`config.mk`:
```
export PLATFORM = sky130hd
export DESIGN_NAME = mdio_master
export DESIGN_NICKNAME = d
export VERILOG_FILES = /design/src/rtl/mdio_master.sv
export SDC_FILE = /design/constraint.sdc
export NUM_CORES = 1
export LEC_CHECK = 0
export ABC_CLOCK_PERIOD_IN_PS = 2620
export BUFFER_PORTS_ARGS = -buffer_cell sky130_fd_sc_hd__buf_2
export CORE_UTILIZATION = 32
export DETAILED_ROUTE_END_ITERATION = 8
export SETUP_SLACK_MARGIN = 0.05
export SLEW_MARGIN = 0
export SYNTH_ARGS = -nofsm -noshare
export SYNTH_HDL_FRONTEND = slang
export SYNTH_SLANG_ARGS = --single-unit
export TNS_END_PERCENT = 5
```
`constraint.sdc`:
```
create_clock -name clk -period 2.62 [get_ports clk]
set_clock_uncertainty 0.2 [all_clocks]
set_input_delay 0 -clock clk [delete_from_list [all_inputs] [get_ports clk]]
set_output_delay 0 -clock clk [all_outputs]
set_load 0.01 [all_outputs]
```
`src/rtl/mdio_master.sv`:
```
module mdio_master #(
  parameter int HALF_DIV = 10
) (
  input  logic        clk,
  input  logic        rst,
  input  logic        wr_en,
  input  logic [31:0] wr_data,
  output logic [31:0] rd_data,
  output logic        mdc,
  output logic        mdio_o,
  output logic        mdio_oe,
  input  logic        mdio_i
);
  localparam int CW = $clog2(HALF_DIV + 1);
  localparam int FRAME = 64;
  localparam int TA_POS = 46;
  localparam int DATA_POS = 48;

  logic              busy, is_rd, mdc_q;
  logic [13:0]       cfg;
  logic [15:0]       dat;
  logic [FRAME-1:0]  sh;
  logic [5:0]        bitn;
  logic [CW-1:0]     cnt;

  wire tick = (cnt == CW'(HALF_DIV - 1));

  always_ff @(posedge clk) begin
    if (rst) begin
      busy  <= 1'b0;
      is_rd <= 1'b0;
      mdc_q <= 1'b0;
      cfg   <= '0;
      dat   <= '0;
      sh    <= '0;
      bitn  <= '0;
      cnt   <= '0;
    end else if (wr_en && !busy) begin
      cfg <= wr_data[29:16];
      dat <= wr_data[15:0];
      if (wr_data[31]) begin
        busy  <= 1'b1;
        is_rd <= wr_data[19];
        sh    <= {32'hFFFF_FFFF, wr_data[17:16], wr_data[19:18],
                  wr_data[24:20], wr_data[29:25], 2'b10, wr_data[15:0]};
        bitn  <= '0;
        cnt   <= '0;
        mdc_q <= 1'b0;
      end
    end else if (busy) begin
      if (tick) begin
        cnt   <= '0;
        mdc_q <= ~mdc_q;
        if (!mdc_q) begin
          if (is_rd && bitn >= 6'(DATA_POS))
            dat <= {dat[14:0], mdio_i};
        end else if (bitn == 6'(FRAME - 1)) begin
          busy <= 1'b0;
        end else begin
          bitn <= bitn + 1'b1;
          sh   <= {sh[FRAME-2:0], 1'b0};
        end
      end else begin
        cnt <= cnt + 1'b1;
      end
    end
  end

  assign rd_data = {busy, ~busy, cfg, dat};
  assign mdc     = mdc_q;
  assign mdio_o  = sh[FRAME-1];
  assign mdio_oe = busy & ~(is_rd & (bitn >= 6'(TA_POS)));
endmodule

```
==> After elaboration in Yosys (flattened, before gate mapping) <==
Cells that the tools add are included.
W data, S select, Z words.
{ "classes": {"reduce_logical": 12, "bitwise": 5, "mux": 31, "add_sub_neg": 2, "n_lt_le_gt_ge": 2, "eq_ne": 5} }
{ "ops": {"columns": ["operator", "count"], "rows": [
  ["$mux W64", 6],
  ["$mux W16", 5],
  ["$mux W6", 6],
  ["$mux W4", 4],
  ["$ge A6 B6 Y1 const B", 2],
  ["$mux W1", 10],
  ["$reduce_bool A2 Y1", 4],
  ["$add A6 B1 Y6 const B", 1],
  ["$eq A6 B6 Y1 const B", 1],
  ["$reduce_and A5 Y1", 1],
  ["$add A4 B1 Y4 const B", 1],
  ["$eq A4 B4 Y1 const B", 1],
  ["$ne A2 B2 Y1 const B", 2],
  ["$reduce_and A2 Y1", 2],
  ["$reduce_and A4 Y1", 1],
  ["$not A1 Y1", 3],
  ["$reduce_and A3 Y1", 1],
  ["$and A1 B1 Y1", 2],
  ["$logic_and A1 B1 Y1", 2],
  ["$ne A2 B1 Y1 const B", 1],
  ["$logic_not A1 Y1", 1]
]} }
{ "totals": {"input_bits": 36, "register_bits": 107} }

==> Logic depth before layout (Yosys ltp) <==
{ "depth": {"depth_word": 7, "mapped_depth": 8, "depth_no_buf": 6} }

==> Least setup slack after synthesis <==
No wires, ideal clock.
{ "synth_timing": {"path_kind": "register -> register", "startpoint": "register bitn[0]", "endpoint": "register sh[61]", "synth_period_minus_slack_ns": 2.034, "t_arrival_ns": 1.715, "path_stages_with_launch": 7, "path_buffers": 2, "required_ns": 2.301, "setup_time_ns": 0.119, "slack_ns": 0.586, "path_cell_list": "dfxtp_1 > ha_1 > and3_1 > a311o_1 > buf_2 > buf_2 > o221a_2"} }
{ "synth_via": {"elab_chain_cells": 3} }
{ "synth_lines": {"columns": ["element", "line_no", "text"], "rows": [
  ["from (decl)", "23", "logic [5:0] bitn;"],
  ["from (signal assigned)", "60", "bitn <= bitn + 1'b1;"],
  ["$eq A6 B6 Y1", "57", "end else if (bitn == 6'(FRAME - 1)) begin"],
  ["$ne A2 B2 Y1 (no line)", null, null],
  ["$reduce_and A5 Y1 (no line)", null, null],
  ["to (signal assigned)", "44", "sh <= {32'hFFFF_FFFF, wr_data[17:16], wr_data[19:18],"],
  ["to (signal assigned)", "61", "sh <= {sh[FRAME-2:0], 1'b0};"],
  ["to (decl)", "22", "logic [FRAME-1:0] sh;"]
]} }
Every way passes these cells.
A chain may end at the register's enable or synchronous reset.

==> Final worst setup path <==
{ "layout_timing": {"startpoint": "register bitn[1]", "endpoint": "register sh[32]"} }
The elaborated chain is that of the path after synthesis.

==> impl_metrics.toml <==
[finish]
drive_above_1_share = 0.2472
multi_input_area_sq_um = 1916
n_fill_cell = 1249
seq_area_sq_um = 2142
nNetsFinal = 573
n_antenna_cell = 0
fin_cells = 710
area_growth_pct = 25.73

[worst_hold_path]
hold_depth = 3
holdPathEnd = "cfg[9]"
hold_start = "rst"
hold_class = "input pin to flip-flop"

[detailed_routing]
drc = 0
routedWlPerCell_um = 14.15
drtPass1Iterations = 4
vias = 3666
drt_iter0_drc = 195
ant_nets = 0
wirelength_um = 10050
routed_via_density = 5.163

[flow_run]
maxCapViolCount = 0

[timing]
hold_violations = 0
period_minus_slack_ps = 2334
setup_violations = 0
maxSlewViolCount = 0
min_period_over_period = 0.8907
grt_setup_unrepaired = "no"
worst_slew_pin_slew_ps = 905.3
relSlewSlack = 0.3927
tns_ps = 0
max_freq_ghz = 0.4285

[floorplanning]
rows = 41
start_util = 0.3327
die_h_um = 117.3
die_area_sq_um = 13750
fp.coreArea_sq_um = 12770
dieWidth_um = 117.3
io_pins = 71

[cts]
ctsLongestPathBuffers = 2
cts_tree = "yes"
cts_sinks = 107
numCtsBuffers = 9
clock_latency_ps = 350
cts_resized = 0
clock-root-buffer = "clkbuf_16"
postCtsSetupBuffers = 0
path_clk_slew_ps = 70
htreeDepth = 3

[critical_path]
ff2ff_setup_slack_ps = 290
crit_type = "flip-flop to flip-flop"
reg2regPathDepth = 6
critPathMaxFanout = 46
r2r_start = "bitn[1]"
critPathLaunchType = "flip-flop"
arrival_ps = 2360
worst_ep_required_time_ps = 2650
worstSetupEndpointType = "flip-flop"
reg2reg_to = "sh[32]"

[logic_synthesis]
synthDistinctLibCells = 42
synthCells = 454
synth_area_sq_um = 4250
synth_flop_cell = "dfxtp_1"
yosysWarningCount = 0
synth_edf_count = 0
syn-num-nets = 493
synth-seq-cells = 107
yosysSeqAreaShare = 0.5040
async_reset_ff_frac = 0
syn_avg_cell_area_sq_um = 9.362

[global_route]
gr-total-overflow = 0
grt_pass1_wl_um = 16350
grt_pass1_vias = 3417
antenna_found_initial = 0
grtUsageTotal = 0.1509
grt_max_degree = 74

[power_and_ir_drop]
powerDensity_nw_per_um2 = 651.3
ir_worst_vdd_uv = 379.0
p_leak_nw = 2.094

[status]
status = "completed"

[placed_design]
hpwlAfterDp_um = 6098
gp_congestion = 0.7516
dp_cells = 662
io_buffers = 69
==> metal layers <==
| metal | routed length, um | vias up | share of wire | track usage |
|---|---|---|---|---|
| met4 | 123 | 0 | 0.012 | 0.04979 |
| li1 | - | 1844 | - | - |
| met5 | 0 | - | 0 | 0 |
| met3 | 382 | 11 | 0.038 | 0.03399 |
| met1 | 4840 | 1737 | 0.48 | 0.1978 |
| met2 | 4701 | 74 | 0.47 | 0.2451 |
==> synth_stat cells, types with 2 or more instances <==
cell        n  share of area
nor2b_1     2         0.0029
inv_1       5         0.0044
nand3b_1    2         0.0035
buf_2      17          0.020
a31oi_1     2         0.0029
o21ai_0     3         0.0035
a211oi_1   30          0.053
nand4_1     2         0.0029
clkbuf_1   24          0.021
ha_1        3         0.0088
dfxtp_1   107           0.50
o221a_2    32          0.085
a21oi_1    56          0.066
and2_1     16          0.024
nor2_1     22          0.019
or3_1       2         0.0029
nand2b_1    2         0.0029
nand3_1     9          0.011
nor3_1     31          0.037
nand2_1    51          0.045
a311oi_1   15          0.031
==> layout by cell type (no fill, tap or decap), types with 2 or more instances in the layout <==
cell and instances:
buf_2 69, inv_1 5, and2_1 16, o21ai_0 3, nand2_1 51, nor3_1 31
buf_12 2, nand3b_1 2, a31oi_1 2, or3_1 2, ha_1 3, o221a_2 32
a311oi_1 15, inv_6 4, nor2_1 22, a21oi_1 56, dlygate4sd3_1 33, nand4_1 2
a211oi_1 30, clkbuf_16 9, nand3_1 9, buf_4 8, dfxtp_1 107
==> worst max-delay path: stages (launching register included) <==
cell,delay (ps)
dfxtp_1,400
ha_1,240
and3_1,300
a311o_1,360
nand2_4,200
buf_12,240
o221a_2,270
==> area by class of cell <==
cell class,instances,share of cell area
tap,172,0.04027
clock inverter,6,0.008897
timing repair buffer,112,0.1452
clock buffer,9,0.04214
inverter,6,0.004214
sequential,107,0.4008
multi-input combinational,298,0.3585
==> sequential cells by signal, indices dropped and copies added, names as in the netlist <==
name,count
cfg,14
is_rd,1
sh,64
dat,16
bitn,6
cnt,4
mdc,1
busy,1
==> what timing repair did <==
action,CTS,global route
hold buffers,33,0
hold endpoints to repair,67,0
setup endpoints to repair,0,0
==> cell families (layout without fill, tap and decap cells) <==
family          Yosys count  count (layout)  share of synthesized area
buf+inv                  49             133                    0.04916
fa+ha+maj                 3               3                   0.008832
mux                       1               1                   0.002355
compound gates          149             149                     0.2700
flops                   107             107                     0.5040
simple gates            145             145                     0.1657
==> metrics by stage <==
stage / total power, mW / cell area [sq um] / setup WS, ps / hold slack (ps) / utilization
global route: 3.640 / 5344 / 152.7 / 171.1 / 0.4184
CTS: 3.516 / 5344 / 306.6 / 126.0 / 0.4184
detailed placement: 2.216 / 4741 / 335.4 / 82.62 / 0.3711
global placement: 2.204 / 4741 / 359.2 / 69.38 / 0.3711
floorplan: 2.082 / 4250 / 586.4 / -64.04 / -
finish: 3.481 / 5344 / 286.4 / 139.8 / 0.4184
==> power by group <==
group	switching, mW	internal (mW)
registers	0.0627	1.73
clock network	0.612	0.652
logic	0.224	0.200
==> how the worst max path moves through the flow <==
| stage | from | slack [ps] | depth (start not counted) | to |
|---|---|---|---|---|
| 6_report | bitn[1] | 290 | 6 | sh[32] |
| 5_1_grt | bitn[0] | 150 | 6 | sh[32] |
| 4_1_cts | bitn[0] | 310 | 6 | sh[32] |
| 3_5_place_dp | bitn[0] | 340 | 6 | sh[23] |
| 3_3_place_gp | bitn[0] | 360 | 6 | bitn[3] |
| 2_1_floorplan | bitn[0] | 590 | 6 | sh[61] |
(Power assumes the default switching activity.)
